--- config.mk ---
export PLATFORM = sky130hd
export DESIGN_NAME = hub_burst_engine
export DESIGN_NICKNAME = d
export VERILOG_FILES = /design/src/rtl/hbe_pkg.sv /design/src/rtl/hbe_align.sv /design/src/rtl/hbe_counters.sv /design/src/rtl/hbe_ctrl.sv /design/src/rtl/hbe_rd_ret.sv /design/src/rtl/hub_burst_engine.sv
export SDC_FILE = /design/constraint.sdc
export NUM_CORES = 1
export LEC_CHECK = 0
export BUFFER_PORTS_ARGS = -buffer_cell sky130_fd_sc_hd__buf_2
export CORE_ASPECT_RATIO = 2
export CORE_MARGIN = 1
export CORE_UTILIZATION = 40
export CTS_BUF_LIST = sky130_fd_sc_hd__clkbuf_8
export CTS_CLUSTER_DIAMETER = 40
export DETAILED_ROUTE_END_ITERATION = 12
export GPL_TIMING_DRIVEN = 1
export PLACE_DENSITY = 0.78
export SLEW_MARGIN = 20
export SYNTH_ARGS = -nofsm -noshare
export SYNTH_HDL_FRONTEND = slang
export SYNTH_SLANG_ARGS = --single-unit
--- constraint.sdc ---
create_clock -name clk -period 3.3 [get_ports clk]
set_clock_uncertainty 0.1 [all_clocks]
set_input_delay 0.165 -clock clk [delete_from_list [all_inputs] [get_ports clk]]
set_output_delay 0.165 -clock clk [all_outputs]
set_load 0.01 [all_outputs]
--- src/rtl/hbe_pkg.sv ---
package hbe_pkg;

    localparam int unsigned HBE_LONG_W   = 32;
    localparam int unsigned HBE_BE_W     = 4;
    localparam int unsigned HBE_BYTE_OFS = 2;

    typedef logic [HBE_LONG_W-1:0] hbe_long_t;
    typedef logic [HBE_BE_W-1:0]   hbe_be_t;

    typedef enum logic [1:0] {
        HBE_IDLE  = 2'd0,
        HBE_WAIT  = 2'd1,
        HBE_XFER  = 2'd2,
        HBE_DRAIN = 2'd3
    } hbe_state_e;

    typedef enum logic {
        HBE_TO_LOCAL = 1'b0,
        HBE_TO_HUB   = 1'b1
    } hbe_dir_e;

    typedef struct packed {
        logic load;
        logic issue;
        logic finish;
    } hbe_ctl_t;

    function automatic hbe_be_t hbe_lanes(input logic active);
        return active ? {HBE_BE_W{1'b1}} : {HBE_BE_W{1'b0}};
    endfunction

endpackage

--- src/rtl/hbe_align.sv ---
module hbe_align #(
    parameter int SLICE_W = 3,
    parameter int HUB_AW  = 17
) (
    input  logic [SLICE_W-1:0] slot_sel,
    input  logic [HUB_AW-1:0]  cur_addr,
    output logic               hit
);
    generate
        if (HUB_AW >= SLICE_W) begin : g_cmp
            assign hit = (cur_addr[SLICE_W-1:0] == slot_sel);
        end else begin : g_small
            assign hit = (SLICE_W'(cur_addr) == slot_sel);
        end
    endgenerate
endmodule

--- src/rtl/hbe_counters.sv ---
module hbe_counters #(
    parameter int HUB_AW = 17,
    parameter int LRF_AW = 9,
    parameter int CNT_W  = 9
) (
    input  logic              clk,
    input  logic              rst,
    input  logic              load,
    input  logic              step,
    input  logic [HUB_AW-1:0] ld_addr,
    input  logic [LRF_AW-1:0] ld_idx,
    input  logic [CNT_W-1:0]  ld_len,
    output logic [HUB_AW-1:0] cur_addr,
    output logic [LRF_AW-1:0] cur_idx,
    output logic              last
);
    logic [CNT_W-1:0] remain;

    always_ff @(posedge clk) begin
        if (rst) begin
            cur_addr <= '0;
            cur_idx  <= '0;
            remain   <= '0;
        end else if (load) begin
            cur_addr <= ld_addr;
            cur_idx  <= ld_idx;
            remain   <= ld_len;
        end else if (step) begin
            cur_addr <= cur_addr + HUB_AW'(1);
            cur_idx  <= cur_idx + LRF_AW'(1);
            remain   <= remain - CNT_W'(1);
        end
    end

    assign last = (remain == '0);
endmodule

--- src/rtl/hbe_ctrl.sv ---
module hbe_ctrl
    import hbe_pkg::*;
(
    input  logic     clk,
    input  logic     rst,
    input  logic     start,
    input  hbe_dir_e start_dir,
    input  logic     hit,
    input  logic     last,
    output hbe_ctl_t ctl,
    output hbe_dir_e dir_q,
    output logic     busy,
    output logic     done
);
    hbe_state_e st, nxt;

    always_comb begin
        nxt        = st;
        ctl        = '0;
        unique case (st)
            HBE_IDLE: begin
                if (start) begin
                    nxt      = HBE_WAIT;
                    ctl.load = 1'b1;
                end
            end
            HBE_WAIT, HBE_XFER: begin
                if (st == HBE_XFER || hit) begin
                    ctl.issue = 1'b1;
                    if (!last) begin
                        nxt = HBE_XFER;
                    end else if (dir_q == HBE_TO_HUB) begin
                        nxt        = HBE_IDLE;
                        ctl.finish = 1'b1;
                    end else begin
                        nxt = HBE_DRAIN;
                    end
                end
            end
            HBE_DRAIN: begin
                nxt        = HBE_IDLE;
                ctl.finish = 1'b1;
            end
            default: nxt = HBE_IDLE;
        endcase
    end

    always_ff @(posedge clk) begin
        if (rst) begin
            st    <= HBE_IDLE;
            done  <= 1'b0;
            dir_q <= HBE_TO_LOCAL;
        end else begin
            st   <= nxt;
            done <= ctl.finish;
            if (ctl.load) dir_q <= start_dir;
        end
    end

    assign busy = (st != HBE_IDLE);
endmodule

--- src/rtl/hbe_rd_ret.sv ---
module hbe_rd_ret #(
    parameter int LRF_AW = 9
) (
    input  logic              clk,
    input  logic              rst,
    input  logic              capture,
    input  logic [LRF_AW-1:0] idx_in,
    output logic              we,
    output logic [LRF_AW-1:0] waddr
);
    always_ff @(posedge clk) begin
        if (rst) begin
            we    <= 1'b0;
            waddr <= '0;
        end else begin
            we <= capture;
            if (capture) waddr <= idx_in;
        end
    end
endmodule

--- src/rtl/hub_burst_engine.sv ---
module hub_burst_engine
    import hbe_pkg::*;
#(
    parameter int NSLICE = 8,
    parameter int HUB_AW = 17,
    parameter int LRF_AW = 9,
    parameter int CNT_W  = 9,
    localparam int SLICE_W = $clog2(NSLICE)
) (
    input  logic                 clk,
    input  logic                 rst,
    input  logic                 start,
    input  logic                 start_dir,
    input  logic [HUB_AW+1:0]    start_hub_addr,
    input  logic [LRF_AW-1:0]    start_lrf_idx,
    input  logic [CNT_W-1:0]     start_len_m1,
    output logic                 busy,
    output logic                 done,
    input  logic [SLICE_W-1:0]   slot_sel,
    output logic                 hub_req,
    output logic                 hub_we,
    output logic [3:0]           hub_be,
    output logic [HUB_AW-1:0]    hub_addr,
    output logic [31:0]          hub_wdata,
    input  logic [31:0]          hub_rdata,
    output logic                 lrf_we,
    output logic [LRF_AW-1:0]    lrf_waddr,
    output logic [31:0]          lrf_wdata,
    output logic [LRF_AW-1:0]    lrf_raddr,
    input  logic [31:0]          lrf_rdata
);
    hbe_ctl_t          ctl;
    hbe_dir_e          dir_q;
    logic              hit;
    logic              last;
    logic [HUB_AW-1:0] cur_addr;
    logic [LRF_AW-1:0] cur_idx;
    logic              lane_bits_unused;

    assign lane_bits_unused = ^start_hub_addr[HBE_BYTE_OFS-1:0];

    hbe_ctrl u_ctrl (
        .clk       (clk),
        .rst       (rst),
        .start     (start),
        .start_dir (hbe_dir_e'(start_dir)),
        .hit       (hit),
        .last      (last),
        .ctl       (ctl),
        .dir_q     (dir_q),
        .busy      (busy),
        .done      (done)
    );

    hbe_align #(.SLICE_W(SLICE_W), .HUB_AW(HUB_AW)) u_align (
        .slot_sel (slot_sel),
        .cur_addr (cur_addr),
        .hit      (hit)
    );

    hbe_counters #(.HUB_AW(HUB_AW), .LRF_AW(LRF_AW), .CNT_W(CNT_W)) u_cnt (
        .clk      (clk),
        .rst      (rst),
        .load     (ctl.load),
        .step     (ctl.issue),
        .ld_addr  (start_hub_addr[HUB_AW+1:HBE_BYTE_OFS]),
        .ld_idx   (start_lrf_idx),
        .ld_len   (start_len_m1),
        .cur_addr (cur_addr),
        .cur_idx  (cur_idx),
        .last     (last)
    );

    hbe_rd_ret #(.LRF_AW(LRF_AW)) u_ret (
        .clk     (clk),
        .rst     (rst),
        .capture (ctl.issue && dir_q == HBE_TO_LOCAL),
        .idx_in  (cur_idx),
        .we      (lrf_we),
        .waddr   (lrf_waddr)
    );

    assign hub_req   = ctl.issue;
    assign hub_we    = ctl.issue && (dir_q == HBE_TO_HUB);
    assign hub_be    = hbe_lanes(ctl.issue);
    assign hub_addr  = cur_addr;
    assign hub_wdata = hub_we ? lrf_rdata : '0;
    assign lrf_raddr = cur_idx;
    assign lrf_wdata = hub_rdata;
endmodule

==> run metrics, run 1 <==
commonest cells after routing, fill and taps aside buf_2 (149), dfxtp_1 (49), nor2_1 (41); clock-pin slew on the worst setup and hold paths approximately 0.090 ns; post-route ant nets 0; worst rel slew slack 33.14%; fin crit period ~2.8 ns; cells after synthesis roughly 400; end of the worst register-to-register path u_cnt.cur_idx[1]$_SDFFE_PP0P_; Max Root-Sink Buffers 2; worst path required time 3.03 ns; Vias/cell 5.787; initial antenna violation count 0; #FFs+latches synth slightly below 50; Setup TNS Final 0 ns; period utilisation layout 84.50%; fill count 782; global-route wire length before repair 14.80 mm; H-tree Lvls 2; CTS tree yes; Hold Crit Depth 3; ant diodes 0; Mapped Area 0.003182 mm2; clock latency on the worst-skew pair 0.32 ns; Chip Width 65.07 um; Clock Sinks 49; CP max FO 55; crit start category flop; critical path endpoint category primary output; # IOs 216; RSZ-0062 raised after global routing false; pin count of the biggest net entering global routing 64; Critical R2R Launch u_ctrl.st[0]$_SDFFE_PP0P_; grt ovf 0; Lkg Pwr 1.781 nW; HPWL Detailed 7.091 mm; Fmax 358.6 MHz; syn_nets 520; die area 0.008337 mm2; Data arrival, critical path 2.52 ns; number of global-route vias before repair ~3,100; top-area cell type share of the netlist area 30.83%; starting density of the core 41.55%; fin area between 0.003 and 0.004 mm2; WL per Instance 16.61 um; # setup viols final 0; placer congestion estimate 0.8424; Via Count 3,443; synth top area cells dfxtp_1 (31%), buf_4 (9.0%), and3_1 (6.7%); clock buffer count from CTS 5; Worst-Margin Slew around 1.0 ns; Core Region 0.007657 mm2; Syn Area/Cell 7.856 um2; Seq/Total Area, Yosys 30.83%; final hold vios 0; VDD IR max 183.0 uV; # DRC 0; synth warn 0; layout cells sized above 1 34.33%; max cap viols 0; WHS Endpoint u_cnt.remain[1]$_SDFFE_PP0P_; Max Slew Vio Count 0; cells on worst reg2reg path 8; pwr/cell area 534.0 mW/mm2; Worst R2R Setup Slack 0.74 ns; critical path type flop to primary output; HP Start start_len_m1[1]; GRT Util Overall about 23%; Cell variety after synth 50; area leader, netlist dfxtp_1; Port-buffer cells 149; commonest non-fill, non-tap cell in the layout buf_2; Routed WL 9.884 mm; Pre-Repair DR Iteration Count 4; violation count after the first detailed-route iteration 222; # rows 45; area grow syn2layout 18.60%; Hold Crit Class input pin to flop; Final nets between 600 and 700; status completed; die height 128.1 um; Area after DPL between 0.003 and 0.004 mm2; Post CTS Setup Buffer Count 0; Clock Tree Root clkbuf_8
metal layers:
layer	GRT usage, %	up-vias	wire (um)
li1	-	1648	-
met1	22.22	1603	3598
met2	43.38	146	5293
met3	2.580	46	532
met4	15.22	0	460
met5	0	-	0
repair_timing:
action / in CTS / in global routing
hold buffers: 2 / 0
endpoints found under the hold margin: 2 / 0
resized for setup: 0 / 0
metrics by stage:
stage	util [%]	setup slack [ns]	hold slack (ns)	cells	power, W
global placement	47.94	0.9155	0.2301	585	0.001624
CTS	49.28	0.5418	0.009208	595	0.002016
detailed placement	47.94	0.7888	0.2301	585	0.001659
global route	49.28	0.3804	0.02008	595	0.002149
finish	49.28	0.5114	0.006819	595	0.002015
floorplan	-	1.187	0.2010	405	0.001432
critical path: stages, from the launching register on:
cell and delay (ns):
dfxtp_1 0.38, inv_1 0.09, ha_1 0.42, and2_1 0.22
a41oi_4 0.05, inv_2 0.60, buf_4 0.28, buf_2 0.14
how the worst max path moves through the flow:
stage / start / endpoint / slack, ns
2_1_floorplan: u_ctrl.st[0]$_SDFFE_PP0P_ / hub_wdata[11] / 1.19
3_3_place_gp: u_ctrl.st[0]$_SDFFE_PP0P_ / u_cnt.cur_idx[1]$_SDFFE_PP0P_ / 0.92
3_5_place_dp: u_ctrl.st[0]$_SDFFE_PP0P_ / u_cnt.cur_addr[15]$_SDFFE_PP0P_ / 0.79
4_1_cts: u_ctrl.st[0]$_SDFFE_PP0P_ / hub_req / 0.54
5_1_grt: u_ctrl.st[0]$_SDFFE_PP0P_ / hub_req / 0.38
6_report: u_ctrl.st[0]$_SDFFE_PP0P_ / hub_req / 0.51
registers in the layout (all words and copies together) (netlist names):
signal	flops
u_ret.waddr	9
u_cnt.cur_addr	17
u_ret.we	1
u_ctrl.st	2
u_ctrl.dir_q	1
u_cnt.remain	9
u_cnt.cur_idx	9
u_ctrl.done	1
report_power, final:
part           internal [W]  switching (W)  leakage, nW
combinational      0.000309       0.000474         1.33
clock              0.000145       0.000213       0.0491
sequential         0.000708       0.000166        0.403
total               0.00116       0.000853         1.78
synth_stat cells, drive strengths merged:
library cell / n
clkbuf: 24
nand2: 20
mux2: 1
or4: 10
ha: 7
nor2: 41
o31a: 3
o21ai: 20
xnor2: 6
nand3: 20
and2: 4
or3: 14
o311ai: 1
a2111oi: 1
a41oi: 1
dfxtp: 49
a31oi: 4
buf: 43
nand2b: 2
a21oi: 11
and4: 3
nand3b: 2
and4b: 1
o41ai: 1
and3: 34
nor3: 4
or4b: 1
o211ai: 1
o311a: 1
clkinv: 1
nor3b: 1
o21bai: 1
nand4: 8
mux2i: 1
a311oi: 22
or2: 2
inv: 13
a211oi: 5
nor4: 11
o31ai: 10
final cells by class:
class                      instances  area (um2)  share of cell area [%]
timing repair buffer             155       795.8                   21.09
multi-input combinational        275        1744                   46.22
inverter                          14       52.55                   1.393
clock inverter                     3       13.76                  0.3647
sequential                        49       980.9                   25.99
tap                               94       117.6                   3.117
clock buffer                       5       68.82                   1.824
cells by family (layout without fill, tap and decap cells):
family / after synthesis / in the layout / share of synthesized area [%]
flip-flops: 49 / 49 / 30.83
AO/OA/AOI/OAI: 82 / 82 / 18.56
buffers and inverters: 81 / 177 / 14.43
multiplexers: 2 / 2 / 0.6685
adder cells (fa/ha/maj): 7 / 7 / 2.753
AND/OR/NAND/NOR: 178 / 178 / 31.11
XOR/XNOR: 6 / 6 / 1.652
Power figures use the tool's default switching activity.
==> run 2, diff against run 1 <==
Settings changed: CORE_UTILIZATION 40 to 39, PLACE_DENSITY 0.78 to 0.79.
Clock period 3.3 ns to 2.54 ns, I/O delays scaled along.
==> run 2 against run 1 <==
Against the previous run:
- via count grew 2.1%
- flip-flop and latch count is the same
- clock power is 88% higher
- final cell count rose by 5.4%
- wire length shrank 3.7%
- first-iteration DRC count down 9.9%
- setup slack worse by 0.41 ns
- non-clock buffer count rose by 30
- global-route usage decreased by 0.74 points
- sequential power is 27% higher
- core utilization is 3.2 points higher
- highest routed layer unchanged
==> run metrics, run 2 (same netlist as run 1, synthesis figures left out) <==
Core Region 0.007943 mm2; fin crit period approximately 2.4 ns; Fmax 410.1 MHz; Pre-Repair DR Iteration Count 5; RSZ-0062 raised after global routing false; clock-pin slew on the worst setup and hold paths ~0.090 ns; HP Start start_len_m1[7]; Critical R2R Launch u_ctrl.st[1]$_SDFFE_PP0P_; # DRC 0; placer congestion estimate 0.8119; Worst R2R Setup Slack between 0.15 and 0.2 ns; ant diodes 0; number of global-route vias before repair 3,238; Via Count 3,514; worst path required time approximately 2.3 ns; Hold Crit Class input pin to flop; initial antenna violation count 0; post-route ant nets 0; crit start category flop; clock buffer count from CTS 5; commonest cells after routing, fill and taps aside buf_2 (149), dfxtp_1 (49), nor2_1 (41); GRT Util Overall 22.14%; Placed Instances 593; die area around 0.0085 mm2; Worst-Margin Slew between 1 and 1.5 ns; critical path endpoint category primary output; final hold vios 0; WHS Endpoint u_cnt.remain[7]$_SDFFE_PP0P_; Routed WL 9.518 mm; starting density of the core roughly two fifths; Setup TNS Final 0 ns; critical path type flop to primary output; commonest non-fill, non-tap cell in the layout buf_2; Largest register FFs 17; die height between 100 and 150 um; fin area 0.004172 mm2; H-tree Lvls 2; Tot Pwr 0.002923 W; Post CTS Setup Buffer Count 0; # setup viols final 0; layout cells sized above 1 33.90%; WL per Instance 15.18 um; global-route wire length before repair approximately 15 mm; period utilisation layout 96.00%; clock latency on the worst-skew pair 0.31 ns; fin cells 627; VDD IR max 324.3 uV; HPWL Detailed 6.857 mm; Area after DPL about 0.0038 mm2; Clock Sinks between 40 and 50; Vias/cell about 5.6; Lkg Pwr a little under 2 nW; fill count 742; pin count of the biggest net entering global routing 55; CP max FO 28; Data arrival, critical path 2.21 ns; Final nets 645; worst rel slew slack 32.04%; violation count after the first detailed-route iteration 200; Max Slew Vio Count 0; area grow syn2layout 31.10%; grt ovf 0; crit path launch u_ctrl.st[1]$_SDFFE_PP0P_; Clock Tree Root clkbuf_8; end of the worst register-to-register path u_cnt.cur_addr[6]$_SDFFE_PP0P_; # IOs ~220; cells on worst reg2reg path 7; Chip Width 65.87 um; CTS tree yes; status completed; Largest Register u_cnt.cur_addr; pwr/cell area between 700 and 800 mW/mm2; # rows between 40 and 50; Port-buffer cells 149; Hold Crit Depth 3; max cap viols 0; Max Root-Sink Buffers 2
[run 2: critical path: stages, from the launching register on]
cell and delay (ns):
dfxtp_1 0.39, inv_1 0.10, ha_2 0.32, and2_1 0.18, a41oi_4 0.27, inv_4 0.11, buf_6 0.18, and3_1 0.20
buf_2 0.14
[run 2: repair_timing]
| action | CTS | global route |
|---|---|---|
| hold buffers | 26 | 0 |
| endpoints found under the hold margin | 26 | 0 |
| setup endpoints to repair | 28 | 28 |
| gates resized for setup | 1 | 2 |
[run 2: area by class of cell]
| cell class | instances | area, um2 | area share [%] |
|---|---|---|---|
| multi-input cells | 275 | 1747 | 41.87 |
| repair buffers | 185 | 1135 | 27.20 |
| flip-flops and latches | 49 | 980.9 | 23.52 |
| well taps | 96 | 120.1 | 2.879 |
| clock buffers | 5 | 68.82 | 1.650 |
| clock inverters | 3 | 65.06 | 1.560 |
| inverters | 14 | 55.05 | 1.320 |
[run 2: worst max-delay path by stage]
| stage | cells after the start | slack, ns | to |
|---|---|---|---|
| floorplan | 8 | 0.46 | hub_wdata[11] |
| global placement | 7 | 0.34 | u_cnt.cur_addr[9]$_SDFFE_PP0P_ |
| detailed placement | 7 | 0.21 | u_cnt.cur_addr[6]$_SDFFE_PP0P_ |
| CTS | 8 | 0.02 | hub_wdata[31] |
| global route | 8 | 0.005 | hub_wdata[31] |
| finish | 8 | 0.10 | hub_wdata[31] |
[run 2: through the flow]
| stage | hold slack (ns) | setup WS (ns) | utilization (%) |
|---|---|---|---|
| 2_1_floorplan | 0.1630 | 0.4646 | - |
| 3_3_place_gp | 0.1541 | 0.3355 | 47.45 |
| 3_5_place_dp | 0.1541 | 0.2081 | 47.45 |
| 4_1_cts | 0.002994 | 0.01885 | 52.44 |
| 5_1_grt | 0.008430 | 0.005085 | 52.52 |
| 6_report | 0.004822 | 0.1015 | 52.52 |
[run 2: power breakdown]
part | switching [W] | internal (W) | leakage [nW]
Clock | 0.000281 | 0.000391 | 0.0681
Sequential | 0.000193 | 0.000920 | 0.403
Combinational | 0.000648 | 0.000490 | 1.48
[run 2: layer usage]
metal  up-vias  wire, um  global-route usage, %
met1      1638      3426                  21.30
met4         0       471                  16.50
li1       1710         -                      -
met3        39       477                  3.147
met5         -         0                      0
met2       127      5142                  40.88
==> run 3, diff against run 2 <==
Settings changed: CORE_MARGIN 1 to 3, RECOVER_POWER set to 25.
Clock period 2.54 ns to 2 ns, I/O delays scaled along.
==> run 3 against run 2 <==
Against the previous run:
- the run now ends with setup timing left
- setup slack got worse by 0.29 ns
- clock-buffer cell count up 1
- die area is 9.3% higher
- register-to-register slack got worse by 0.36 ns
- critical path depth up 1
- wire length is 33% higher
- critical path type is now flop to flop
- highest routed layer unchanged
==> run metrics, run 3 (same netlist as run 1, synthesis figures left out) <==
Via Count 4,028; CP max FO 7; Layout Utilization 66.34%; Chip Width 69.87 um; pwr/cell area 816.2 mW/mm2; placer congestion estimate 0.8538; period utilisation layout 109.2%; met3 wire length 798 um; critical path type flop to flop; Reg area ~990 um2; area grow syn2layout 65.59%; Largest register FFs 17; clock latency on the worst-skew pair 0.33 ns; Core Region 0.007943 mm2; max cap viols 0; pin count of the biggest net entering global routing 63; Clock Sinks 49; Port-buffer cells around 150; Worst-Margin Slew approximately 0.43 ns; clock-pin slew on the worst setup and hold paths 0.11 ns; commonest cells after routing, fill and taps aside buf_2 (126), dfxtp_1 (44), nor2_1 (40); Final nets around 700; Area after DPL 0.003985 mm2; met2 wire length 6.800 mm; # setup viols final 63; WL per Instance 18.56 um; # IOs 216; Fmax 457.8 MHz; Pre-Repair DR Iteration Count 5; CTS tree yes; Largest Register u_cnt.cur_addr; fin area ~0.0053 mm2; crit path max-delay cell type dfxtp_2; Lkg Pwr 2.321 nW; max incr delay on CP 0.36 ns; met1 wire length 4.123 mm; RSZ-0062 raised after global routing true; global-route wire length before repair 17.76 mm; fill count 633; Critical Path, Cell by Cell inv_2 -> ha_4 -> and2_4 -> a41oi_4 -> buf_6 -> buf_12 -> clkbuf_16 -> or3_1 -> a311oi_2; crit start category flop; Hold Crit Class input pin to flop; Data arrival, critical path 2.33 ns; VDD IR max 525.5 uV; die area between 0.009 and 0.01 mm2; GRT Util Overall 23.13%; fin crit period 2.184 ns; worst rel slew slack a little under three quarters; number of global-route vias before repair 3,798; # DRC 0; area occupied by multi-input gates about 0.0021 mm2; die height 133.7 um; worst path required time 2.15 ns; critical path endpoint category flop; DR top layer met4; critical path's top delay family simple AND/OR/NAND/NOR gates; initial antenna violation count 0; layout cells sized above 1 50.94%; grt ovf 0; Max Slew Vio Count 0; Tot Pwr around 0.0043 W; Routed WL 12.68 mm; starting density of the core 40.06%; CP Buf/Inv Count 4; violation count after the first detailed-route iteration 178; # rows 46; status finished, violations left; Vias/cell 5.898; Clock Tree Root clkbuf_8; post-route setup slack -0.1842 ns; final hold slack 0.03586 ns; commonest non-fill, non-tap cell in the layout buf_2; post-route ant nets 0; failing checks setup timing; H-tree Lvls 2; clock buffer count from CTS 5; HPWL Detailed 7.795 mm; final hold vios 0; ant diodes 0; Max Root-Sink Buffers 2
run 3: metal layers:
metal  global-route usage [%]  up-vias
met1                    21.55     1898
met4                    16.95        0
li1                         -     1825
met5                        0        -
met2                    43.57      220
met3                    3.927       85
run 3: worst paths after layout:
| kind | start | endpoint | slack (ns) | cells past startpoint |
|---|---|---|---|---|
| worst max register to register | u_ctrl.st[1]$_SDFFE_PP0P_ | u_cnt.cur_idx[3]$_SDFFE_PP0P_ | -0.18 | 9 |
| worst min-delay path | start_hub_addr[13] | u_cnt.cur_addr[11]$_SDFFE_PP0P_ | 0.04 | 3 |
| worst max-delay path | u_ctrl.st[1]$_SDFFE_PP0P_ | u_cnt.cur_idx[3]$_SDFFE_PP0P_ | -0.18 | 9 |
| worst min register to register | u_ret.waddr[6]$_SDFFE_PP0P_ | u_ret.waddr[6]$_SDFFE_PP0P_ | 0.39 | 2 |
run 3: worst min-delay path: stages:
cell and delay, ns:
buf_2 0.10, nor2_1 0.16, nor4_2 0.08
run 3: area by class of cell:
| type | count | share of cell area [%] |
|---|---|---|
| Multi-Input combinational cell | 275 | 39.90 |
| Sequential cell | 49 | 18.74 |
| Tap cell | 96 | 2.280 |
| Clock inverter | 2 | 0.3087 |
| Timing Repair Buffer | 241 | 36.07 |
| Inverter | 14 | 1.140 |
| Clock buffer | 6 | 1.567 |
run 3: per-stage QoR:
stage | TNS, ns | worst slack (ns) | instances
6_report | -8.545 | -0.1842 | 683
5_1_grt | -12.20 | -0.2451 | 683
4_1_cts | -6.662 | -0.1506 | 670
3_5_place_dp | -1.567 | -0.1461 | 619
3_3_place_gp | -0.1679 | -0.03176 | 619
2_1_floorplan | 0 | 0.003247 | 405
run 3: timing repair:
item / 4_1_cts / 5_1_grt
resized for setup: 31 / 98
pin swaps: 14 / 42
cloned: 3 / 4
setup buffers: 6 / 10
endpoints found under the hold margin: 35 / 0
hold buffers: 35 / 0
endpoints found under the setup margin: 65 / 72
run 3: power by group:
part / switching [W] / internal (W)
registers: 0.000206 / 0.00117
clock network: 0.000389 / 0.000286
logic: 0.00116 / 0.00108
total: 0.00176 / 0.00254
